`src/rtl/tstat_pkg.sv`:
```
package tstat_pkg;

    // First-pass class codes carried on pix_class_i and mask_class_o
    typedef enum logic [1:0] {
        CLS_CLEAR = 2'b00,
        CLS_CLOUD = 2'b01,
        CLS_AMBIG = 2'b10,
        CLS_RSVD  = 2'b11
    } cls_e;

endpackage

```
`src/rtl/tstat_moments.sv`:
```
module tstat_moments #(
    parameter int PIX_W = 16,
    parameter int CNT_W = 24
) (
    input  logic                     clk_i,
    input  logic                     rst_ni,
    input  logic                     clr_i,
    input  logic                     take_i,
    input  logic [PIX_W-1:0]         val_i,
    output logic [CNT_W-1:0]         cnt_o,
    output logic [PIX_W+CNT_W-1:0]   sum_o,
    output logic [2*PIX_W+CNT_W-1:0] sumsq_o,
    output logic [3*PIX_W+CNT_W-1:0] sumcube_o
);

    localparam int SQ_W   = 2 * PIX_W;
    localparam int CB_W   = 3 * PIX_W;
    localparam int SUM_W  = PIX_W + CNT_W;
    localparam int SSQ_W  = SQ_W + CNT_W;
    localparam int SCB_W  = CB_W + CNT_W;

    // Stage 1 holds the value and its square; stage 2 forms the cube and adds.
    typedef struct packed {
        logic             stg_vld;
        logic [PIX_W-1:0] stg_val;
        logic [SQ_W-1:0]  stg_sq;
        logic [CNT_W-1:0] cnt;
        logic [SUM_W-1:0] sum;
        logic [SSQ_W-1:0] ssq;
        logic [SCB_W-1:0] scb;
    } mom_t;

    mom_t             mom_d, mom_q;
    logic [SQ_W-1:0]  sq_d;
    logic [CB_W-1:0]  cube_d;

    always_comb begin
        sq_d   = SQ_W'(val_i) * SQ_W'(val_i);
        cube_d = CB_W'(mom_q.stg_sq) * CB_W'(mom_q.stg_val);
        mom_d  = mom_q;

        mom_d.stg_vld = take_i;
        mom_d.stg_val = val_i;
        mom_d.stg_sq  = sq_d;

        if (mom_q.stg_vld) begin
            mom_d.cnt = mom_q.cnt + CNT_W'(1);
            mom_d.sum = mom_q.sum + SUM_W'(mom_q.stg_val);
            mom_d.ssq = mom_q.ssq + SSQ_W'(mom_q.stg_sq);
            mom_d.scb = mom_q.scb + SCB_W'(cube_d);
        end

        if (clr_i) begin
            mom_d = '0;
        end
    end

    always_ff @(posedge clk_i or negedge rst_ni) begin
        if (!rst_ni) begin
            mom_q <= '0;
        end else begin
            mom_q <= mom_d;
        end
    end

    assign cnt_o     = mom_q.cnt;
    assign sum_o     = mom_q.sum;
    assign sumsq_o   = mom_q.ssq;
    assign sumcube_o = mom_q.scb;

    // with nothing in flight and no clear, every sum keeps its value
    p_moments_hold_r8: assert property (@(posedge clk_i) disable iff (!rst_ni)
        (!clr_i && !mom_q.stg_vld) |=>
            ($stable(cnt_o) && $stable(sum_o) && $stable(sumsq_o) && $stable(sumcube_o)));

    // a clear empties the counts on the following edge
    p_clear_cnt_r1: assert property (@(posedge clk_i) disable iff (!rst_ni)
        clr_i |=> (cnt_o == '0 && sumcube_o == '0));

endmodule

```
`src/rtl/tstat_reclass.sv`:
```
module tstat_reclass #(
    parameter int PIX_W = 16,
    parameter int CNT_W = 24
) (
    input  logic             clk_i,
    input  logic             rst_ni,
    input  logic             clr_i,
    input  logic             act_i,
    input  logic [1:0]       cls_i,
    input  logic [PIX_W-1:0] therm_i,
    input  logic [PIX_W-1:0] thresh_i,
    output logic             out_vld_o,
    output logic [1:0]       out_cls_o,
    output logic [CNT_W-1:0] cov1_o,
    output logic [CNT_W-1:0] cov2_o
);

    import tstat_pkg::*;

    typedef struct packed {
        logic             ovld;
        logic [1:0]       ocls;
        logic [CNT_W-1:0] cov1;
        logic [CNT_W-1:0] cov2;
    } rc_t;

    rc_t        rc_d, rc_q;
    logic       colder_d;
    logic [1:0] new_cls_d;

    always_comb begin
        colder_d  = (therm_i < thresh_i);
        new_cls_d = cls_i;
        if (cls_i == CLS_AMBIG) begin
            new_cls_d = colder_d ? CLS_CLOUD : CLS_CLEAR;
        end

        rc_d      = rc_q;
        rc_d.ovld = act_i;
        rc_d.ocls = act_i ? new_cls_d : CLS_CLEAR;

        if (act_i) begin
            if (cls_i == CLS_CLOUD) begin
                rc_d.cov1 = rc_q.cov1 + CNT_W'(1);
            end
            if (new_cls_d == CLS_CLOUD) begin
                rc_d.cov2 = rc_q.cov2 + CNT_W'(1);
            end
        end

        if (clr_i) begin
            rc_d = '0;
        end
    end

    always_ff @(posedge clk_i or negedge rst_ni) begin
        if (!rst_ni) begin
            rc_q <= '0;
        end else begin
            rc_q <= rc_d;
        end
    end

    assign out_vld_o = rc_q.ovld;
    assign out_cls_o = rc_q.ocls;
    assign cov1_o    = rc_q.cov1;
    assign cov2_o    = rc_q.cov2;

    // the merged count never falls below the first-pass count
    p_cover_order_r6: assert property (@(posedge clk_i) disable iff (!rst_ni)
        cov2_o >= cov1_o);

    // a warm-or-equal ambiguous pixel never leaves as cloud
    p_ambig_warm_r4: assert property (@(posedge clk_i) disable iff (!rst_ni)
        (act_i && !clr_i && cls_i == CLS_AMBIG && therm_i >= thresh_i) |=>
            (out_cls_o == CLS_CLEAR));

endmodule

```
`src/rtl/tstat_diverge.sv`:
```
module tstat_diverge #(
    parameter int CNT_W = 24
) (
    input  logic             clk_i,
    input  logic             rst_ni,
    input  logic             clr_i,
    input  logic             eof_i,
    input  logic [CNT_W-1:0] cov1_i,
    input  logic [CNT_W-1:0] cov2_i,
    input  logic [CNT_W-1:0] limit_i,
    output logic             done_o,
    output logic             use_pass1_o
);

    typedef struct packed {
        logic done;
        logic use1;
    } dv_t;

    dv_t              dv_d, dv_q;
    logic [CNT_W-1:0] gap_d;

    always_comb begin
        gap_d = (cov1_i > cov2_i) ? (cov1_i - cov2_i) : (cov2_i - cov1_i);

        dv_d      = dv_q;
        dv_d.done = eof_i;
        if (eof_i) begin
            dv_d.use1 = (gap_d > limit_i);
        end

        if (clr_i) begin
            dv_d = '0;
        end
    end

    always_ff @(posedge clk_i or negedge rst_ni) begin
        if (!rst_ni) begin
            dv_q <= '0;
        end else begin
            dv_q <= dv_d;
        end
    end

    assign done_o      = dv_q.done;
    assign use_pass1_o = dv_q.use1;

    // the decision only moves at an end-of-frame or a clear
    p_sel_hold_r7: assert property (@(posedge clk_i) disable iff (!rst_ni)
        (!eof_i && !clr_i) |=> $stable(use_pass1_o));

    // no done without a preceding end-of-frame
    p_done_cause_r7: assert property (@(posedge clk_i) disable iff (!rst_ni)
        (!eof_i || clr_i) |=> !done_o);

endmodule

```
`src/rtl/thermal_pass2_engine.sv`:
```
module thermal_pass2_engine #(
    parameter int PIX_W = 16,
    parameter int CNT_W = 24
) (
    input  logic                     clk_i,
    input  logic                     rst_ni,
    input  logic                     start_i,
    input  logic                     phase_i,
    input  logic                     pix_valid_i,
    input  logic [1:0]               pix_class_i,
    input  logic [PIX_W-1:0]         thermal_i,
    input  logic [PIX_W-1:0]         thresh_i,
    input  logic [CNT_W-1:0]         limit_i,
    input  logic                     eof_i,
    output logic [CNT_W-1:0]         cnt_o,
    output logic [PIX_W+CNT_W-1:0]   sum_o,
    output logic [2*PIX_W+CNT_W-1:0] sumsq_o,
    output logic [3*PIX_W+CNT_W-1:0] sumcube_o,
    output logic                     mask_valid_o,
    output logic [1:0]               mask_class_o,
    output logic [CNT_W-1:0]         cover1_o,
    output logic [CNT_W-1:0]         cover2_o,
    output logic                     done_o,
    output logic                     use_pass1_o
);

    import tstat_pkg::*;

    logic take_d;
    logic act_d;

    always_comb begin
        take_d = pix_valid_i && !phase_i && (pix_class_i == CLS_CLOUD);
        act_d  = pix_valid_i && phase_i;
    end

    tstat_moments #(.PIX_W(PIX_W), .CNT_W(CNT_W)) u_moments (
        .clk_i     (clk_i),
        .rst_ni    (rst_ni),
        .clr_i     (start_i),
        .take_i    (take_d),
        .val_i     (thermal_i),
        .cnt_o     (cnt_o),
        .sum_o     (sum_o),
        .sumsq_o   (sumsq_o),
        .sumcube_o (sumcube_o)
    );

    tstat_reclass #(.PIX_W(PIX_W), .CNT_W(CNT_W)) u_reclass (
        .clk_i     (clk_i),
        .rst_ni    (rst_ni),
        .clr_i     (start_i),
        .act_i     (act_d),
        .cls_i     (pix_class_i),
        .therm_i   (thermal_i),
        .thresh_i  (thresh_i),
        .out_vld_o (mask_valid_o),
        .out_cls_o (mask_class_o),
        .cov1_o    (cover1_o),
        .cov2_o    (cover2_o)
    );

    tstat_diverge #(.CNT_W(CNT_W)) u_diverge (
        .clk_i       (clk_i),
        .rst_ni      (rst_ni),
        .clr_i       (start_i),
        .eof_i       (eof_i),
        .cov1_i      (cover1_o),
        .cov2_i      (cover2_o),
        .limit_i     (limit_i),
        .done_o      (done_o),
        .use_pass1_o (use_pass1_o)
    );

    // non-ambiguous labels leave unchanged one cycle later
    p_pass_through_r5: assert property (@(posedge clk_i) disable iff (!rst_ni)
        (pix_valid_i && phase_i && !start_i && pix_class_i != CLS_AMBIG) |=>
            (mask_valid_o && mask_class_o == $past(pix_class_i)));

    // the statistics phase produces no mask output
    p_no_mask_stats_r8: assert property (@(posedge clk_i) disable iff (!rst_ni)
        (!phase_i || !pix_valid_i) |=> (!mask_valid_o && mask_class_o == CLS_CLEAR));

endmodule

```
`config.mk`:
```
export PLATFORM = sky130hd
export DESIGN_NAME = thermal_pass2_engine
export DESIGN_NICKNAME = d
export VERILOG_FILES = /design/src/rtl/tstat_pkg.sv /design/src/rtl/tstat_moments.sv /design/src/rtl/tstat_reclass.sv /design/src/rtl/tstat_diverge.sv /design/src/rtl/thermal_pass2_engine.sv
export SDC_FILE = /design/constraint.sdc
export NUM_CORES = 2
export LEC_CHECK = 0
export CAP_MARGIN = 10
export CORE_MARGIN = 5
export CORE_UTILIZATION = 40
export CTS_BUF_LIST = sky130_fd_sc_hd__clkbuf_4
export CTS_CLUSTER_SIZE = 30
export DETAILED_ROUTE_END_ITERATION = 10
export DONT_BUFFER_PORTS = 1
export MAX_ROUTING_LAYER = met4
export PLACE_DENSITY_LB_ADDON = 0.2
export SYNTH_ARGS = -nofsm -noshare
export SYNTH_HDL_FRONTEND = slang
export SYNTH_SLANG_ARGS = --single-unit
```
`constraint.sdc`:
```
create_clock -name clk_i -period 8.7 [get_ports clk_i]
set_input_delay 1.74 -clock clk_i [delete_from_list [all_inputs] [get_ports clk_i]]
set_output_delay 1.74 -clock clk_i [all_outputs]
set_load 0.1 [all_outputs]
```
* After elaboration in Yosys (flattened, before gate mapping) *
Cells that the tools add are included.

storage, ports and cells
  bits in registers = 294
  latch bits = 0
  bits in writable memories = 0
  ROM bits = 0
  input port bits = 64
  output and inout port bits = 245
  word-level logic and storage cells = 52
  memories kept = 0

operators by class
  add/sub/neg operators = 8
  multiply operators = 2
  div/mod/pow operators = 0
  order comparisons = 3
  eq/ne operators = 3
  shift operators = 0
  multiplexer cells = 12
  bitwise gates (word level) = 0
  reduce and logical (&&, ||, !) cells = 11

operators by type and width
  operator                 number
  $mux W241                1
  $mux W192                1
  $add A24 B1 Y24 const B  3
  $add A72 B48 Y72         1
  $mux W24                 3
  $add A56 B32 Y56         1
  $mux W51                 1
  $gt A24 B24 Y1           2
  $mul A32 B16 Y48         1
  $mux W48                 1
  $sub A24 B24 Y24         2
  $add A40 B16 Y40         1
  $mul A16 B16 Y32         1
  $lt A16 B16 Y1           1
  $reduce_bool A2 Y1       5
  $mux W2                  3
  $eq A2 B1 Y1 const B     2
  $reduce_and A2 Y1        2
  $logic_and A1 B1 Y1      3
  $eq A2 B2 Y1 const B     1
  $mux W1                  2
  $logic_not A1 Y1         1

* Logic depth before layout (Yosys ltp) *
  depth after elaboration = 7
  gate-level depth with buffers = 27
  depth with buffers taken out = 25

* By module *
A second synthesis with hierarchy kept.

second synthesis, totals
  cells, all modules = 5345
  area total of the unflattened synthesis = 45677.6 µm²

by module, submodules not included
  module                times used  cells each  area an instance (µm²)  sequential area each (µm²)
  tstat_moments         1           4552        39425.3                 5980.7
  tstat_diverge         1           472         3311.9                  50.0
  tstat_reclass         1           319         2920.3                  1276.2
  thermal_pass2_engine  1           2           20.0                    0.0

* Worst setup path before layout *
OpenSTA, ideal clock, no wires.

  path type = input -> register
  from = in thermal_i[1]
  to = reg u_moments.mom_q[217] in the netlist's numbering
  setup time = 0.132 ns
  arrival = 7.587 ns
  required time = 8.568 ns
  slack = 0.982 ns
  stages on the path = 23
  path buffers = 2
  cell sequence = clkbuf_1 -> clkbuf_1 -> nand2_1 -> fa_1 -> inv_1 -> fa_1 -> inv_1 -> fa_1 -> fa_1 -> fa_1 -> fa_1 -> inv_1 -> ha_1 -> a21o_1 -> a21o_1 -> a21o_1 -> a31o_2 -> a41o_1 -> a221o_1 -> a21o_1 -> a21oi_1 -> xor2_1 -> nor2_1

RTL lines
  element                 RTL line                    RTL
  start: declaration      thermal_pass2_engine.sv:11  input logic [PIX_W-1:0] thermal_i,
  end signal: assignment  tstat_moments.sv:62         mom_q <= mom_d;
  end: declaration        tstat_moments.sv:33         mom_t mom_d, mom_q;

* Worst setup path in the final report *
  from = reg u_moments.mom_q[230] in the netlist's numbering
  to = reg u_moments.mom_q, in the netlist u_moments.sumcube_o[40]

between the ends
  word-level cells in the longest chain between the ends = 4

ends and longest elaborated chain
  element           RTL line             RTL
  $mul A32 B16 Y48  tstat_moments.sv:39  cube_d = CB_W'(mom_q.stg_sq) * CB_W'(mom_q.stg_val);
  $add A72 B48 Y72  tstat_moments.sv:50  mom_d.scb = mom_q.scb + SCB_W'(cube_d);
  $mux W192         tstat_moments.sv:46  if (mom_q.stg_vld) begin
  $mux W241         tstat_moments.sv:53  if (clr_i) begin

No other way between the ends. The select of a mux whose other input is x is not followed.
A chain may end at the register's enable or synchronous reset.

==> run_summary.xml <==
<?xml version="1.0" encoding="UTF-8"?>
<metrics>
  <group name="synthesis">
    <metric name="postSynthCellCount" unit="">5121</metric>
    <metric name="ys_types" unit="">84</metric>
    <metric name="ys_ff_latch" unit="">292</metric>
    <metric name="postSynthAreaPerCell" unit="um^2">8.68</metric>
    <metric name="synth_area" unit="um^2">44500</metric>
    <metric name="yosysWarningCount" unit="">0</metric>
    <metric name="synth_async_sr_flop_share" unit="">1.00</metric>
    <metric name="synth-seq-area-share" unit="">0.164</metric>
    <metric name="synth_enable_flop_cells" unit="">0</metric>
    <metric name="synth-main-ff-cell" unit="">dfrtp_1</metric>
  </group>
  <group name="finish">
    <metric name="design.final.nets" unit="">5978</metric>
    <metric name="fillers" unit="">11300</metric>
    <metric name="final_area" unit="um^2">46100</metric>
    <metric name="drive_above_1_share" unit="">0.0560</metric>
    <metric name="post_route_insts_no_fill" unit="">6479</metric>
    <metric name="synthToLayoutAreaGrowth" unit="%">3.56</metric>
  </group>
  <group name="routing">
    <metric name="vias" unit="">33200</metric>
    <metric name="drt_iter0_drc" unit="">1843</metric>
    <metric name="wirelength" unit="um">132000</metric>
    <metric name="antenna_violating_nets_post_route" unit="">0</metric>
    <metric name="post-route-drc-count" unit="">0</metric>
    <metric name="routed_via_density" unit="">5.12</metric>
    <metric name="routed_wire_length_per_instance" unit="um">20.4</metric>
    <metric name="drt_pre_antenna_iters" unit="">6</metric>
  </group>
  <group name="floorplanning">
    <metric name="starting_density_of_the_core" unit="">0.402</metric>
    <metric name="die-area" unit="um^2">118000</metric>
    <metric name="fp-row-count" unit="">122</metric>
    <metric name="die_height" unit="um">343</metric>
    <metric name="die_x_extent" unit="um">343</metric>
    <metric name="coreArea" unit="um^2">111000</metric>
    <metric name="ios" unit="">309</metric>
  </group>
  <group name="timing">
    <metric name="transition_time_at_the_pin_with_the_least_slew_margin" unit="ns">1.22</metric>
    <metric name="layout_worst_path_cycle_share" unit="">0.931</metric>
    <metric name="finalWorstSetupSlack" unit="ns">0.597</metric>
    <metric name="rsz_0062_raised_after_global_routing" unit="">false</metric>
    <metric name="clock.fmax" unit="GHz">0.123</metric>
    <metric name="setup_total_negative_slack" unit="ns">0</metric>
    <metric name="clock-skew-final" unit="ns">0.0883</metric>
    <metric name="max-slew-margin-rel" unit="">0.184</metric>
    <metric name="hold_viol_final" unit="">0</metric>
    <metric name="finalSetupViolCount" unit="">0</metric>
    <metric name="fin_crit" unit="ns">8.10</metric>
    <metric name="report.final.slew_viol_count" unit="">0</metric>
    <metric name="timing.hold.ws" unit="ns">0.584</metric>
  </group>
  <group name="placement">
    <metric name="dpl_cell_area" unit="um^2">44900</metric>
    <metric name="port_buffer_count" unit="">0</metric>
    <metric name="hpwlAfterDp" unit="um">104000</metric>
    <metric name="gp_congestion" unit="">0.938</metric>
    <metric name="dp_worst_setup_slack" unit="ns">0.794</metric>
    <metric name="placedCellCount" unit="">6319</metric>
  </group>
  <group name="critical_path">
    <metric name="rr_endpoint" unit="">u_moments.sumcube_o[40]</metric>
    <metric name="setup.reg_to_reg.worst_slack" unit="ns">0.60</metric>
    <metric name="crit_arrival" unit="ns">8.89</metric>
    <metric name="crit_path_end" unit="">u_moments.sumcube_o[40]</metric>
    <metric name="rr_worst_depth" unit="">23</metric>
    <metric name="worstPathMaxFanout" unit="">22</metric>
    <metric name="cpLargestDelayFamily" unit="">adder cells</metric>
    <metric name="reg2reg_start" unit="">u_moments.mom_q[230]</metric>
    <metric name="slowest_stage_delay_cp" unit="ns">1.12</metric>
    <metric name="crit_path_cell_trace" unit="">buf_4, and2_1, fa_1, inv_1, fa_1, fa_1, inv_1, fa_1, fa_1, inv_1, fa_1, inv_1, ha_1, nand3_1, a21oi_1, o41a_1, o21ai_1, o31ai_2, a211oi_2, o41ai_1, a31oi_1, xor2_1, o21ai_0</metric>
    <metric name="critical_path.slowest_cell" unit="">dfrtp_1</metric>
    <metric name="cp-start-kind" unit="">flip-flop</metric>
    <metric name="required" unit="ns">9.49</metric>
    <metric name="worst_path_most_repeated_cell" unit="">fa_1</metric>
    <metric name="crit_buf_inv" unit="">5</metric>
    <metric name="path_depth" unit="">23</metric>
    <metric name="critical_path.endpoint_type" unit="">flip-flop</metric>
    <metric name="worstSetupPathType" unit="">flip-flop to flip-flop</metric>
    <metric name="startpoint" unit="">u_moments.mom_q[230]</metric>
  </group>
  <group name="pwr">
    <metric name="power.ir.vdd_worst" unit="uV">364</metric>
    <metric name="power_density" unit="nW/um^2">328</metric>
    <metric name="static-leakage-power" unit="nW">23.7</metric>
  </group>
  <group name="clocking">
    <metric name="clock_slew_at_reported_path_ffs" unit="ns">0.06</metric>
    <metric name="clock_tree.root_cell" unit="">clkbuf_4</metric>
    <metric name="cts_hold_repair.buffers" unit="">0</metric>
    <metric name="cts.path.max_buffers" unit="">3</metric>
    <metric name="tritoncts" unit="">done</metric>
    <metric name="inserted_clock_buffers" unit="">90</metric>
    <metric name="number_of_buffers_inserted_by_post_cts_setup_repair" unit="">0</metric>
    <metric name="cts.htree.levels" unit="">3</metric>
    <metric name="clkLatencyLatePin" unit="ns">0.96</metric>
    <metric name="post_cts.resized_instances" unit="">0</metric>
    <metric name="cts.sinks" unit="">292</metric>
  </group>
  <group name="grt">
    <metric name="grt_max_degree" unit="">293</metric>
    <metric name="grt_pass1_vias" unit="">34600</metric>
    <metric name="initial_antenna_violation_count" unit="">3</metric>
    <metric name="grt_overflow_total" unit="">0</metric>
    <metric name="track_usage" unit="">0.235</metric>
    <metric name="grt_pass1_wl" unit="um">207000</metric>
  </group>
  <group name="min_path">
    <metric name="holdCritPathClass" unit="">primary input to async pin</metric>
  </group>
  <group name="run">
    <metric name="drv.max_cap_violation_count" unit="">0</metric>
  </group>
  <group name="status">
    <metric name="status" unit="">finished clean</metric>
  </group>
</metrics>
power by group:
group          switching, W  internal [W]
registers          0.000617       0.00146
clock network      0.000693      0.000694
logic               0.00718       0.00448
total               0.00849       0.00663
registers in the layout, summed over array words and instances, names as in the netlist:
name	count
u_moments.sumsq_o	56
u_moments.sum_o	40
u_reclass.out_cls_o	2
u_moments.mom_q	47
u_reclass.out_vld_o	1
u_reclass.cov2_o	24
u_reclass.cov1_o	24
u_moments.cnt_o	24
u_diverge.done_o	1
u_moments.sumcube_o	72
u_diverge.use_pass1_o	1
worst register-to-register path: stages, from the launching register on:
cell and delay, ns:
dfrtp_1 1.12, buf_4 0.31, and2_1 0.16, fa_1 0.39
inv_1 0.09, fa_1 0.41, fa_1 0.52, inv_1 0.05
fa_1 0.46, fa_1 0.54, inv_1 0.05, fa_1 0.53
inv_1 0.04, ha_1 0.37, nand3_1 0.11, a21oi_1 0.18
o41a_1 0.23, o21ai_1 0.18, o31ai_2 0.61, a211oi_2 0.32
o41ai_1 0.78, a31oi_1 0.20, xor2_1 0.18, o21ai_0 0.16
layout make-up:
type                            instances  area (um^2)  area share
Timing Repair Buffer                   94          743      0.0161
Multi-Input combinational cell       3441        31200       0.678
Clock inverter                         28          171     0.00372
Tap cell                             1488         1860      0.0404
Antenna cell                            7         17.5    0.000380
Clock buffer                          125          938      0.0204
Inverter                             1004         3770      0.0818
Sequential cell                       292         7310       0.159
Yosys cell counts, drive strengths merged, types with 4 or more instances:
| library cell | n | area (um^2) |
|---|---|---|
| o22ai | 6 | 37.5 |
| o31ai | 17 | 133 |
| and4 | 10 | 87.6 |
| a22o | 4 | 35.0 |
| a31oi | 19 | 119 |
| a221oi | 5 | 56.3 |
| buf | 207 | 1510 |
| a21boi | 4 | 30.0 |
| a211oi | 42 | 325 |
| o21bai | 27 | 214 |
| nand3 | 86 | 430 |
| o211ai | 14 | 110 |
| nand4 | 63 | 394 |
| fa | 625 | 12500 |
| nor2 | 340 | 1280 |
| a21oi | 186 | 935 |
| mux2i | 62 | 621 |
| clkbuf | 183 | 688 |
| nor4 | 8 | 50.1 |
| dfrtp | 292 | 7310 |
| a31o | 4 | 35.0 |
| o41ai | 7 | 61.3 |
| or2 | 13 | 81.3 |
| nand2 | 543 | 2040 |
| ha | 366 | 4580 |
| a2111oi | 10 | 156 |
| nor3 | 35 | 180 |
| a21o | 120 | 901 |
| inv | 1004 | 3770 |
| o21a | 22 | 165 |
| and2 | 227 | 1420 |
| nor2b | 48 | 300 |
| and3 | 36 | 225 |
| xnor2 | 143 | 1250 |
| nand2b | 21 | 131 |
| mux2 | 9 | 101 |
| o21ai | 134 | 674 |
| xor2 | 113 | 990 |
| or3 | 17 | 106 |
cell families after synthesis:
kind of cell | share of synthesized area
other cells | 0.000169
buf+inv | 0.134
mux | 0.0162
compound gates | 0.0962
xor+xnor | 0.0504
flops | 0.164
fa+ha+maj | 0.384
simple gates | 0.154
metrics by stage:
step	power [W]	util
floorplan	0.0107	-
global placement	0.0136	0.406
detailed placement	0.0137	0.406
CTS	0.0152	0.417
global route	0.0169	0.417
finish	0.0151	0.417
metal layers:
metal,global-route usage,share of wire,wire [um]
met1,0.309,0.44,58600
met2,0.364,0.45,59700
met3,0.0496,0.069,9130
met4,0.0759,0.034,4530
met5,-,0,0
how the worst min path moves through the flow:
stage,startpoint,end,slack [ns]
CTS,rst_ni,u_moments.sumsq_o[4],0.45
global route,rst_ni,u_moments.sumsq_o[4],0.48
global placement,u_moments.sumcube_o[58],u_moments.sumcube_o[58],0.62
detailed placement,u_moments.sumcube_o[58],u_moments.sumcube_o[58],0.62
finish,rst_ni,u_moments.sumsq_o[4],0.58
floorplan,u_moments.sum_o[10],u_moments.sum_o[10],0.48
placed cells by master (no fill, tap or decap), drive strengths merged, types with 35 or more instances in the layout:
cell type,synthesis,final
clkbuf,183,125
xor2,113,113
nand3,86,86
a21oi,186,186
a21o,120,120
o21ai,134,134
ha,366,366
nor2b,48,48
nor3,35,35
nor2,340,340
mux2i,62,62
nand2,543,543
inv,1004,1007
xnor2,143,143
fa,625,625
and3,36,36
nand4,63,63
a211oi,42,42
buf,207,94
dfrtp,292,292
and2,227,227
(Power assumes the default switching activity.)
